==> config.mk <==
export PLATFORM = sky130hd
export DESIGN_NAME = offset_cal_ctrl
export DESIGN_NICKNAME = d
export VERILOG_FILES = /design/src/rtl/ofs_cal_pkg.sv /design/src/rtl/ofs_sar_search.sv /design/src/rtl/ofs_update_calc.sv /design/src/rtl/ofs_edge_gate.sv /design/src/rtl/ofs_supervisor.sv /design/src/rtl/offset_cal_ctrl.sv
export SDC_FILE = /design/constraint.sdc
export NUM_CORES = 1
export LEC_CHECK = 0
export BUFFER_PORTS_ARGS = -buffer_cell sky130_fd_sc_hd__buf_2
export CAP_MARGIN = 30
export CORE_UTILIZATION = 25
export CTS_CLUSTER_DIAMETER = 150
export CTS_CLUSTER_SIZE = 20
export DETAILED_ROUTE_END_ITERATION = 7
export HOLD_SLACK_MARGIN = 0.12
export MAX_ROUTING_LAYER = met4
export RECOVER_POWER = 50
export SYNTH_ARGS = -nofsm -noshare
export SYNTH_HDL_FRONTEND = slang
export SYNTH_SLANG_ARGS = --single-unit
==> constraint.sdc <==
create_clock -name clk_i -period 9.4 [get_ports clk_i]
set_input_delay 0.47 -clock clk_i [delete_from_list [all_inputs] [get_ports clk_i]]
set_output_delay 0.47 -clock clk_i [all_outputs]
set_load 0.02 [all_outputs]
==> src/rtl/ofs_cal_pkg.sv <==
package ofs_cal_pkg;
  localparam int unsigned UNITY_GAIN = 3;   // gain index with no shift
  localparam int unsigned STEP_LO    = 8;   // below: no move
  localparam int unsigned STEP_HI    = 16;  // up to: single lsb
  localparam int unsigned FILT_MIN   = 8;   // history must exceed this
  localparam int unsigned FINE_IN    = 8;   // span below: enter fine
  localparam int unsigned FINE_OUT   = 16;  // span above: leave fine
  localparam int unsigned BLANK_GAIN = 3;   // edge index re-enabled after gain change
  localparam int unsigned BLANK_OFS  = 2;   // edge index re-enabled after update
endpackage

==> src/rtl/ofs_sar_search.sv <==
module ofs_sar_search #(
  parameter int unsigned OFS_W    = 10,
  parameter int unsigned STEP_CYC = 4
) (
  input  logic             clk_i,
  input  logic             rst_ni,
  input  logic             start_i,
  input  logic             cmp_i,
  output logic             active_o,
  output logic             done_o,
  output logic [OFS_W-1:0] trial_o,
  output logic [OFS_W-1:0] result_o
);
  localparam int unsigned STEP_W = (STEP_CYC > 1) ? $clog2(STEP_CYC) : 1;
  localparam logic [OFS_W-1:0] TOP_BIT = OFS_W'(1) << (OFS_W - 1);

  logic             active_q;
  logic [STEP_W-1:0] step_q;
  logic [OFS_W-1:0] mask_q, trial_q, decided;
  logic             step_end;

  assign step_end = (step_q == STEP_W'(STEP_CYC - 1));
  assign decided  = cmp_i ? trial_q : (trial_q & ~mask_q);

  always_ff @(posedge clk_i or negedge rst_ni) begin
    if (!rst_ni) begin
      active_q <= 1'b1;
      mask_q   <= TOP_BIT;
      trial_q  <= TOP_BIT;
      step_q   <= '0;
    end else if (start_i) begin
      active_q <= 1'b1;
      mask_q   <= TOP_BIT;
      trial_q  <= TOP_BIT;
      step_q   <= '0;
    end else if (active_q) begin
      if (step_end) begin
        step_q  <= '0;
        trial_q <= decided | (mask_q >> 1);
        mask_q  <= mask_q >> 1;
        if (mask_q[0]) active_q <= 1'b0;
      end else begin
        step_q <= step_q + 1'b1;
      end
    end
  end

  assign active_o = active_q;
  assign done_o   = active_q && step_end && mask_q[0];
  assign trial_o  = trial_q;
  assign result_o = decided;
endmodule

==> src/rtl/ofs_update_calc.sv <==
module ofs_update_calc
  import ofs_cal_pkg::*;
#(
  parameter int unsigned DATA_W = 8,
  parameter int unsigned GAIN_W = 3,
  parameter int unsigned CORR_W = 14
) (
  input  logic [DATA_W-1:0]        min_i,
  input  logic [DATA_W-1:0]        max_i,
  input  logic [GAIN_W-1:0]        gain_i,
  input  logic                     fine_q_i,
  input  logic                     hist_big_i,
  input  logic                     hist_neg_i,
  output logic signed [CORR_W-1:0] delta_o,
  output logic                     neg_o,
  output logic                     big_o,
  output logic                     nz_o,
  output logic                     fine_nx_o
);
  localparam int unsigned SUM_W = DATA_W + 2;

  logic signed [SUM_W-1:0]  raw;
  logic signed [CORR_W-1:0] ext, scaled;
  logic [CORR_W-1:0]        mag;
  logic [DATA_W-1:0]        span;

  always_comb begin
    raw = $signed({2'b00, min_i} + {2'b00, max_i} - SUM_W'(2 ** DATA_W));
    ext = {{(CORR_W - SUM_W){raw[SUM_W-1]}}, raw};
    if (gain_i >= GAIN_W'(UNITY_GAIN)) scaled = ext <<< (gain_i - GAIN_W'(UNITY_GAIN));
    else                               scaled = ext >>> (GAIN_W'(UNITY_GAIN) - gain_i);
    neg_o = scaled[CORR_W-1];
    mag   = neg_o ? $unsigned(-scaled) : $unsigned(scaled);
    span  = (max_i > min_i) ? (max_i - min_i) : '0;
    if (span < DATA_W'(FINE_IN))       fine_nx_o = 1'b1;
    else if (span > DATA_W'(FINE_OUT)) fine_nx_o = 1'b0;
    else                               fine_nx_o = fine_q_i;
    if (mag < CORR_W'(STEP_LO))                          delta_o = '0;
    else if (fine_nx_o || (mag <= CORR_W'(STEP_HI)))     delta_o = neg_o ? '1 : CORR_W'(1);
    else if (hist_big_i && (hist_neg_i == neg_o))        delta_o = scaled;
    else                                                 delta_o = '0;
  end

  assign big_o = mag > CORR_W'(FILT_MIN);
  assign nz_o  = |delta_o;
endmodule

==> src/rtl/ofs_edge_gate.sv <==
module ofs_edge_gate
  import ofs_cal_pkg::*;
(
  input  logic clk_i,
  input  logic rst_ni,
  input  logic init_i,
  input  logic run_i,
  input  logic edge_i,
  input  logic rise_i,
  input  logic gain_chg_i,
  input  logic peak_vld_i,
  input  logic fine_nx_i,
  input  logic big_i,
  input  logic neg_i,
  input  logic nz_i,
  output logic fine_o,
  output logic hist_big_o,
  output logic hist_neg_o,
  output logic apply_o
);
  localparam int unsigned BLK_W = $clog2(BLANK_GAIN);

  logic [BLK_W-1:0] blank_q;
  logic first_q, fine_q, hbig_q, hneg_q;
  logic cand, pass;

  // shift sign must match edge direction
  assign cand    = peak_vld_i && nz_i && (neg_i != rise_i);
  assign pass    = run_i && edge_i && !gain_chg_i && (blank_q == '0) && cand;
  assign apply_o = pass && !first_q;

  always_ff @(posedge clk_i or negedge rst_ni) begin
    if (!rst_ni) begin
      blank_q <= '0;
      first_q <= 1'b1;
      fine_q  <= 1'b0;
      hbig_q  <= 1'b0;
      hneg_q  <= 1'b0;
    end else if (init_i) begin
      blank_q <= '0;
      first_q <= 1'b1;
      fine_q  <= 1'b0;
      hbig_q  <= 1'b0;
      hneg_q  <= 1'b0;
    end else if (run_i) begin
      if (gain_chg_i) begin
        blank_q <= BLK_W'(BLANK_GAIN - 1);
        hbig_q  <= 1'b0;
      end else if (edge_i) begin
        if (peak_vld_i) begin
          fine_q <= fine_nx_i;
          hbig_q <= big_i;
          hneg_q <= neg_i;
        end
        if (blank_q != '0) blank_q <= blank_q - 1'b1;
        else if (cand) begin
          if (first_q) first_q <= 1'b0;
          else         blank_q <= BLK_W'(BLANK_OFS - 1);
        end
      end
    end
  end

  assign fine_o     = fine_q;
  assign hist_big_o = hbig_q;
  assign hist_neg_o = hneg_q;
endmodule

==> src/rtl/ofs_supervisor.sv <==
module ofs_supervisor #(
  parameter int unsigned WDOG_CYC     = 1 << 20,
  parameter int unsigned NOPEAK_EDGES = 16
) (
  input  logic clk_i,
  input  logic rst_ni,
  input  logic run_i,
  input  logic edge_i,
  input  logic peak_i,
  output logic restart_req_o,
  output logic gain_dec_o
);
  localparam int unsigned WD_W = $clog2(WDOG_CYC);
  localparam int unsigned NP_W = $clog2(NOPEAK_EDGES);

  logic [WD_W-1:0] wd_q;
  logic [NP_W-1:0] np_q;
  logic            gdec_q;

  assign restart_req_o = run_i && !edge_i && (wd_q == WD_W'(WDOG_CYC - 1));

  always_ff @(posedge clk_i or negedge rst_ni) begin
    if (!rst_ni) begin
      wd_q   <= '0;
      np_q   <= '0;
      gdec_q <= 1'b0;
    end else if (!run_i || restart_req_o) begin
      wd_q   <= '0;
      np_q   <= '0;
      gdec_q <= 1'b0;
    end else begin
      wd_q   <= edge_i ? '0 : wd_q + 1'b1;
      gdec_q <= 1'b0;
      if (peak_i) np_q <= '0;
      else if (edge_i) begin
        if (np_q == NP_W'(NOPEAK_EDGES - 1)) begin
          np_q   <= '0;
          gdec_q <= 1'b1;
        end else begin
          np_q <= np_q + 1'b1;
        end
      end
    end
  end

  assign gain_dec_o = gdec_q;
endmodule

==> src/rtl/offset_cal_ctrl.sv <==
module offset_cal_ctrl
  import ofs_cal_pkg::*;
#(
  parameter int unsigned OFS_W        = 10,
  parameter int unsigned DATA_W       = 8,
  parameter int unsigned GAIN_W       = 3,
  parameter int unsigned STEP_CYC     = 4,
  parameter int unsigned WDOG_CYC     = 1 << 20,
  parameter int unsigned NOPEAK_EDGES = 16
) (
  input  logic              clk_i,
  input  logic              rst_ni,
  input  logic              cmp_i,
  input  logic              edge_i,
  input  logic              edge_rise_i,
  input  logic [DATA_W-1:0] min_i,
  input  logic [DATA_W-1:0] max_i,
  input  logic              min_vld_i,
  input  logic              max_vld_i,
  input  logic              peak_i,
  input  logic [GAIN_W-1:0] gain_i,
  input  logic              gain_chg_i,
  output logic [OFS_W-1:0]  offset_o,
  output logic              lock_o,
  output logic              restart_o,
  output logic              gain_dec_o
);
  localparam int unsigned CORR_W = DATA_W + 2 + (2 ** GAIN_W - 1 - UNITY_GAIN);
  localparam int unsigned WIDE_W = ((CORR_W > OFS_W) ? CORR_W : OFS_W) + 2;

  logic              sar_active, sar_done, run, restart_req, restart_q;
  logic [OFS_W-1:0]  sar_trial, sar_result, run_ofs_q, sat_ofs;
  logic signed [CORR_W-1:0] delta;
  logic              neg, big, nz, fine_nx, fine_q, hist_big, hist_neg, apply;
  logic signed [WIDE_W-1:0] sum_w;

  assign run = !sar_active;

  ofs_sar_search #(.OFS_W(OFS_W), .STEP_CYC(STEP_CYC)) u_sar (
    .clk_i, .rst_ni, .start_i(restart_req), .cmp_i,
    .active_o(sar_active), .done_o(sar_done), .trial_o(sar_trial), .result_o(sar_result)
  );

  ofs_update_calc #(.DATA_W(DATA_W), .GAIN_W(GAIN_W), .CORR_W(CORR_W)) u_calc (
    .min_i, .max_i, .gain_i, .fine_q_i(fine_q), .hist_big_i(hist_big), .hist_neg_i(hist_neg),
    .delta_o(delta), .neg_o(neg), .big_o(big), .nz_o(nz), .fine_nx_o(fine_nx)
  );

  ofs_edge_gate u_gate (
    .clk_i, .rst_ni, .init_i(sar_done), .run_i(run), .edge_i, .rise_i(edge_rise_i),
    .gain_chg_i, .peak_vld_i(min_vld_i | max_vld_i), .fine_nx_i(fine_nx), .big_i(big),
    .neg_i(neg), .nz_i(nz), .fine_o(fine_q), .hist_big_o(hist_big), .hist_neg_o(hist_neg),
    .apply_o(apply)
  );

  ofs_supervisor #(.WDOG_CYC(WDOG_CYC), .NOPEAK_EDGES(NOPEAK_EDGES)) u_sup (
    .clk_i, .rst_ni, .run_i(run), .edge_i, .peak_i,
    .restart_req_o(restart_req), .gain_dec_o
  );

  // saturating add
  always_comb begin
    sum_w = $signed({{(WIDE_W - OFS_W){1'b0}}, run_ofs_q})
          + $signed({{(WIDE_W - CORR_W){delta[CORR_W-1]}}, delta});
    if (sum_w[WIDE_W-1])                sat_ofs = '0;
    else if (|sum_w[WIDE_W-2:OFS_W])    sat_ofs = '1;
    else                                sat_ofs = sum_w[OFS_W-1:0];
  end

  always_ff @(posedge clk_i or negedge rst_ni) begin
    if (!rst_ni) begin
      run_ofs_q <= '0;
      restart_q <= 1'b0;
    end else begin
      restart_q <= restart_req;
      if (sar_done)   run_ofs_q <= sar_result;
      else if (apply) run_ofs_q <= sat_ofs;
    end
  end

  assign offset_o  = sar_active ? sar_trial : run_ofs_q;
  assign lock_o    = sar_active;
  assign restart_o = restart_q;
endmodule

==> run summary, run 1 <==
• ratio of routed vias to standard cells: 5.07
• Remaining Overflow, GRT: 0
• Slowest cell on crit path: a211oi_1
• Post-Route Skew: 5.82 ps
• net switching power: 0.484 mW
• slew of the pin with the lowest slew margin: 3490 ps
• number of cells on the worst hold path: 2
• final worst setup slack: 1680 ps
• site row count: 56
• HPWL Detailed: 11800 microns
• routed len/inst: 14.2 microns
• syn avg cell area: 7.97 sq um
• Synthesis Warnings: 0
• crit path kind: input pin to register
• initial core utilization: 25.8%
• cell depth of the worst flop-to-flop path: 24
• Detailed Route Iter0 Violations: 564
• x dimension of the die: 158 microns
• number of input and output port buffers inserted: 40
• clock share of power: 26.5%
• max-cap violations: 1
• worst IR drop on VDD: 0.0000853 V
• sequential cell area fraction in the yosys report: 26.7%
• shortest period the worst path allows: 7720 ps
• r2r setup slk: 3930 ps
• endpoints failing setup: 0
• count of placed standard cells in the final layout, fillers left out: 1105
• final critical-path share of the clock period: 82.2%
• synthesized netlist cell count: 766
• net total in the final layout: 843
• post-placement worst setup slack: 1510 ps
• accumulated negative setup slack: 0 ps
• TritonCTS buffer count: 9
• largest net degree at the start of global routing: 66
• register area: 1630 sq um
• number of antenna violations at the first check in global routing: 1
• RR Endpoint: run_ofs_q[6]
• most instantiated flip-flop cell in the synthesis netlist: dfrtp_1
• highest net fanout along the worst path: 30
• relative contribution of sequential cells to total power: 27.3%
• final count of hold timing violations: 0
• internal power component: 0.747 mW
• endpoint with the worst hold slack: u_sup.np_q[3]
• total routing usage reported by global routing: 13.4%
• share of final-layout standard cells stronger than drive strength 1: 13.8%
• type of element launching the critical path: input pin
• Placed Cells incl. Taps: 1088
• clock-pin slew on the worst setup and hold paths: 60 ps
• crit path capture type: register
• leading cell types in the layout, fill and taps excluded: 80 x nand2_1, 66 x nor2_1, 61 x dfrtp_1, 60 x a21oi_1, 53 x inv_1
• Critical Path AT: 7990 ps
• Die Span Y: 158 microns
• level count of the clock H-tree: 3
• type of the tightest min-delay check: input pin to register
• synthesized net count: 829
• unique cell type count in the Yosys netlist: 91
• most common library cell in the layout ignoring fill and taps: nand2_1
• Synth Register Bits: 65
• number of buffers inserted for hold repair after clock tree synthesis: 0
• number of routed nets with antenna violations: 0
• Post-route DRC: 0
• Async SR Flop Fraction: 100%
• vias after detailed routing: 5598
• power density cells: 180 nW/um^2
• clock tree buffer depth: 2
• largest stage delay on the critical path: 660 ps
• total iterations of the first detailed-routing run: 7
• ports placed on the boundary: 41
• fmax: 129 MHz
• Req. time, crit path: 9670 ps
• Placer Congestion: 0.905
• total count of max-transition violations in the final report: 66
• failing checks: max-capacitance violations, max-slew violations
• Sinks on Clock Net: 65
• logic gate share of total power: 46.2%
• global-route wire length before repair: 26500 microns
• number of synthesized flops with an enable pin: 0
• layout filler cell count: 2588
• CORE AREA: 23700 sq um
• LEAKAGE: 2.94 nW
• worst min-delay path startpoint: peak_i
• setup repair after global routing missed its margin: false
• post-CTS sizing: 0
• area delta synth->final: 11.9%
• status: finished, violations left
• clock tree from TritonCTS: built
• post-CTS setup repair buffer count: 0
• max-slew headroom at the worst pin: -132%
• netlist area before placement: 6110 sq um
• clock latency on the worst-skew pair: 330 ps
• wirelength, routed: 15600 microns
• vias in the first global route: 5243
• FF-to-FF Start: u_gate.fine_o
• Die Outline Area: 25100 sq um
• multi-input combinational cell area: 4100 sq um
• buffer type at the clock tree root: clkbuf_16
• net switching fraction of the power: 39.3%
[registers in the layout, indices dropped and copies added, names as in the netlist, 2 cells and up]
register	cells
u_gate.blank_q	2
run_ofs_q	10
u_sar.step_q	2
u_sar.mask_q	10
u_sup.wd_q	20
u_sup.np_q	4
u_sar.trial_o	10
[synth_stat cells, drive strengths merged, types with 16 or more instances]
cell | instances | share of area (%)
inv | 53 | 3.3
nand2b | 17 | 1.7
nand3 | 22 | 1.8
dfrtp | 61 | 25
o21ai | 39 | 3.3
xnor2 | 28 | 4.0
ha | 32 | 6.6
nand2 | 81 | 5.0
a21oi | 64 | 5.6
nor3 | 26 | 2.1
a21o | 16 | 2.0
nor2 | 68 | 4.3
a211oi | 25 | 3.7
clkbuf | 26 | 1.6
[logic make-up (layout without fill, tap and decap cells)]
family | count (synthesis) | after routing | share of synthesized area (%)
xor gates and xnor gates | 40 | 40 | 5.86
AOI/OAI and AO/OA | 229 | 229 | 27.1
and+or+nand+nor | 290 | 290 | 23.8
DFF | 65 | 65 | 26.7
buffers and inverters | 92 | 111 | 6.19
adders and majority gates | 35 | 35 | 7.54
other | 0 | 1 | 0
muxes | 15 | 15 | 2.79
[power by group through the flow]
stage	clock (mW)	combinational (mW)	sequential [mW]
2_1_floorplan	0	0.438	0.330
3_3_place_gp	0	0.560	0.341
3_5_place_dp	0	0.559	0.341
4_1_cts	0.335	0.563	0.336
5_1_grt	0.348	0.629	0.340
6_report	0.326	0.568	0.336
[metal layers]
| layer | up-vias | global-route usage [%] | routed length, microns |
|---|---|---|---|
| met2 | 153 | 21.1 | 7220 |
| met1 | 2607 | 17.6 | 7580 |
| li1 | 2811 | - | - |
| met3 | 27 | 1.85 | 537 |
| met5 | - | - | 0 |
| met4 | 0 | 4.21 | 310 |
[worst max-delay path, delay by kind of cell]
family,cells,cell delay [ps]
buf+inv,3,560
simple gates,8,1830
fa+ha+maj,4,1500
compound gates,15,3600
[layout make-up]
class / count / share of cell area [%]
Multi-Input combinational cell: 609 / 60.0
Sequential cell: 65 / 23.9
Tap cell: 319 / 5.84
Clock buffer: 9 / 3.30
Timing Repair Buffer: 42 / 3.02
Inverter: 53 / 2.91
Clock inverter: 7 / 1.03
Antenna cell: 1 / 0.0366
[per-stage QoR]
step                      instance area, sq um  hold slack, ps  util, %  total power [mW]
after floorplan                           6110             174        -             0.768
after global placement                    6540             492     27.6             0.902
after detailed placement                  6540             497     27.6             0.900
after CTS                                 6840             363     28.9              1.23
after global routing                      6830             384     28.9              1.32
final                                     6830             384     28.9              1.23
[worst max-delay path by stage]
stage                     slack, ps      start           end
after floorplan                2660   min_i[0]  run_ofs_q[6]
after global placement         1690  gain_i[0]  run_ofs_q[6]
after detailed placement       1510  gain_i[0]  run_ofs_q[6]
after CTS                      1830  gain_i[0]  run_ofs_q[6]
after global routing           1110  gain_i[0]  run_ofs_q[1]
final                          1680  gain_i[0]  run_ofs_q[6]
Note: power is estimated with default switching activity, not from simulation.
==> run 2, diff against run 1 <==
==> constraint.sdc (replaced) <==
create_clock -name clk_i -period 6.2 [get_ports clk_i]
set_input_delay 0.31 -clock clk_i [delete_from_list [all_inputs] [get_ports clk_i]]
set_output_delay 0.31 -clock clk_i [all_outputs]
set_load 0.02 [all_outputs]
==> run 2 against run 1 <==
Compared with the run above: the flow still finishes with violations (max-capacitance violations, max-slew violations); die area stayed put; flip-flop and latch count did not move; clock power rose by 53%; final area up 24%; sequential power up 53%; total power rose by 85%.
==> run summary, run 2 (synthesis results as in run 1) <==
• CP dominant cell by count: or2_4
• failing checks: max-capacitance violations, max-slew violations, unchanged
• clock-pin slew on the worst setup and hold paths: 60 ps, about the same
• wirelength, routed: 17900 microns, was 15600 microns
• net total in the final layout: 1015, was 843
• clock tree buffer depth: 2, unchanged
• total iterations of the first detailed-routing run: 5, was 7
• total routing usage reported by global routing: 14.9%, was 13.4%
• global-route wire length before repair: 29300 microns, was 26500 microns
• Req. time, crit path: 6410 ps, was 9670 ps
• slew of the pin with the lowest slew margin: 3540 ps, was 3490 ps
• initial core utilization: 25.8%, unchanged
• clock share of power: 21.9%, was 26.5%
• area delta synth->final: 39.2%, was 11.9%
• ports placed on the boundary: 41, unchanged
• shortest period the worst path allows: 6150 ps
• fmax: 163 MHz
• power density cells: 268 nW/um^2, was 180 nW/um^2
• net switching power: 0.850 mW, was 0.484 mW
• Placer Congestion: 0.890, was 0.905
• number of antenna violations at the first check in global routing: 1, unchanged
• LEAKAGE: 3.86 nW, was 2.94 nW
• clock tree from TritonCTS: built, unchanged
• Post-Place Cell Area: 7700 sq um, was 6540 sq um
• final-layout worst hold slack: 229 ps, was 384 ps
• level count of the clock H-tree: 3, unchanged
• setup repair after global routing missed its margin: true, was false
• Detailed Route Iter0 Violations: 487, was 564
• HPWL Detailed: 13500 microns, was 11800 microns
• max-cap violations: 1, unchanged
• logic gate share of total power: 55.5%, was 46.2%
• TritonCTS buffer count: 9, unchanged
• Critical Path AT: 6360 ps, was 7990 ps
• relative contribution of sequential cells to total power: 22.6%, was 27.3%
• fin util: 35.9%, was 28.9%
• buffer type at the clock tree root: clkbuf_16, unchanged
• Die Outline Area: 25100 sq um, unchanged
• crit path kind: input pin to register, unchanged
• register area: 1630 sq um, unchanged
• final critical-path share of the clock period: 99.1%
• type of element launching the critical path: input pin, unchanged
• number of input and output port buffers inserted: 40, unchanged
• final count of hold timing violations: 0, unchanged
• Post-Route Skew: 8.08 ps, was 5.82 ps
• multi-input combinational cell area: 4420 sq um, was 4100 sq um
• CORE AREA: 23700 sq um, unchanged
• leading cell types in the layout, fill and taps excluded: 166 x buf_4, 79 x nand2_1, 64 x nor2_1, 61 x dfrtp_1, 54 x a21oi_1, was 80 x nand2_1, 66 x nor2_1, 61 x dfrtp_1, 60 x a21oi_1, 53 x inv_1
• routed len/inst: 14.0 microns, was 14.2 microns
• most common library cell in the layout ignoring fill and taps: buf_4, was nand2_1
• Slowest cell on crit path: or4_4, was a211oi_1
• Die Span Y: 158 microns, unchanged
• net switching fraction of the power: 37.3%, was 39.3%
• Post-route DRC: 0, unchanged
• share of final-layout standard cells stronger than drive strength 1: 34.5%, was 13.8%
• number of routed nets with antenna violations: 0, unchanged
• type of the tightest min-delay check: input pin to register, unchanged
• crit path capture type: register, unchanged
• x dimension of the die: 158 microns, unchanged
• largest register by flop count: u_sup.wd_q, unchanged
• largest stage delay on the critical path: 580 ps, was 660 ps
• flip-flop count of the largest register, all copies and words added: 20, unchanged
• layout filler cell count: 2475, was 2588
• endpoints failing setup: 0, unchanged
• vias after detailed routing: 6277, was 5598
• status: finished, violations left, unchanged
• clock latency on the worst-skew pair: 330 ps, about the same
• r2r setup slk: 1320 ps, was 3930 ps
• max-slew headroom at the worst pin: -136%, was -132%
• site row count: 56, unchanged
• Remaining Overflow, GRT: 0, unchanged
• internal power component: 1.43 mW, was 0.747 mW
• total count of max-transition violations in the final report: 66, unchanged
• Sinks on Clock Net: 65, unchanged
• largest net degree at the start of global routing: 66, unchanged
• vias in the first global route: 6047, was 5243
• final instance area: 8510 sq um, was 6830 sq um
• highest net fanout along the worst path: 4, was 30
• worst IR drop on VDD: 0.000158 V, was 0.0000853 V
• ratio of routed vias to standard cells: 4.92, was 5.07
## run 2: changes by cell type in the layout (fill, tap and decap cells not counted), sizes merged
cell / previous run / this run
buf: 37 / 212
inv: 54 / 53
clkinv: 4 / 3
clkbuf: 14 / 13
## run 2: through the flow
stage	TNS [ps]	total power [mW]	std cells	setup slack, ps
floorplan	-29.8	1.17	766	-29.8
global placement	-2970	1.62	1236	-321
detailed placement	-3840	1.62	1236	-433
CTS	0	2.20	1270	6.92
global route	-1320	2.43	1277	-248
finish	0	2.28	1277	54.4
## run 2: path summary, 6_finish.rpt
| check | from | end | cells past startpoint |
|---|---|---|---|
| worst max-delay path | max_i[0] | run_ofs_q[6] | 33 |
| worst min-delay path | peak_i | u_sup.np_q[2] | 2 |
| worst max register to register | u_gate.fine_o | run_ofs_q[6] | 24 |
| worst min register to register | u_sup.wd_q[0] | u_sup.wd_q[0] | 1 |
| max in group asynchronous | rst_ni | restart_o | 2 |
| min in group asynchronous | rst_ni | u_sup.wd_q[4] | 2 |
## run 2: layer usage
| metal | global-route usage, % | up-vias | part of all wire, % |
|---|---|---|---|
| li1 | - | 3146 | - |
| met1 | 19.5 | 2976 | 48 |
| met2 | 23.7 | 123 | 46 |
| met3 | 2.23 | 32 | 3.8 |
| met4 | 4.76 | 0 | 2.3 |
| met5 | - | - | 0 |
## run 2: power groups by stage
stage,combinational (mW),clock (mW),sequential (mW)
global route,1.37,0.535,0.520
floorplan,0.674,0,0.500
CTS,1.18,0.514,0.510
global placement,1.10,0,0.517
finish,1.26,0.500,0.514
detailed placement,1.11,0,0.517
## run 2: cell type report
| cell class | count | share of cell area, % |
|---|---|---|
| inverters | 53 | 2.34 |
| well taps | 319 | 4.69 |
| clock buffers | 11 | 2.85 |
| multi-input cells | 609 | 52.0 |
| diodes | 1 | 0.0294 |
| repair buffers | 214 | 18.3 |
| clock inverters | 5 | 0.662 |
| flip-flops and latches | 65 | 19.2 |
## run 2: worst max-delay path, delay by kind of cell
family          cells  cell delay [ps]
fa+ha+maj           3              840
simple gates       10             2140
buf+inv             4              320
mux                 1              220
compound gates     15             2540
## run 2: what timing repair did
| item | in CTS | in global routing |
|---|---|---|
| buffers inserted | 19 | 6 |
| setup endpoints to repair | 9 | 10 |
| hold buffers | 0 | 0 |
| pin swaps | 32 | 27 |
| cloned | 0 | 0 |
| gates resized for setup | 23 | 47 |
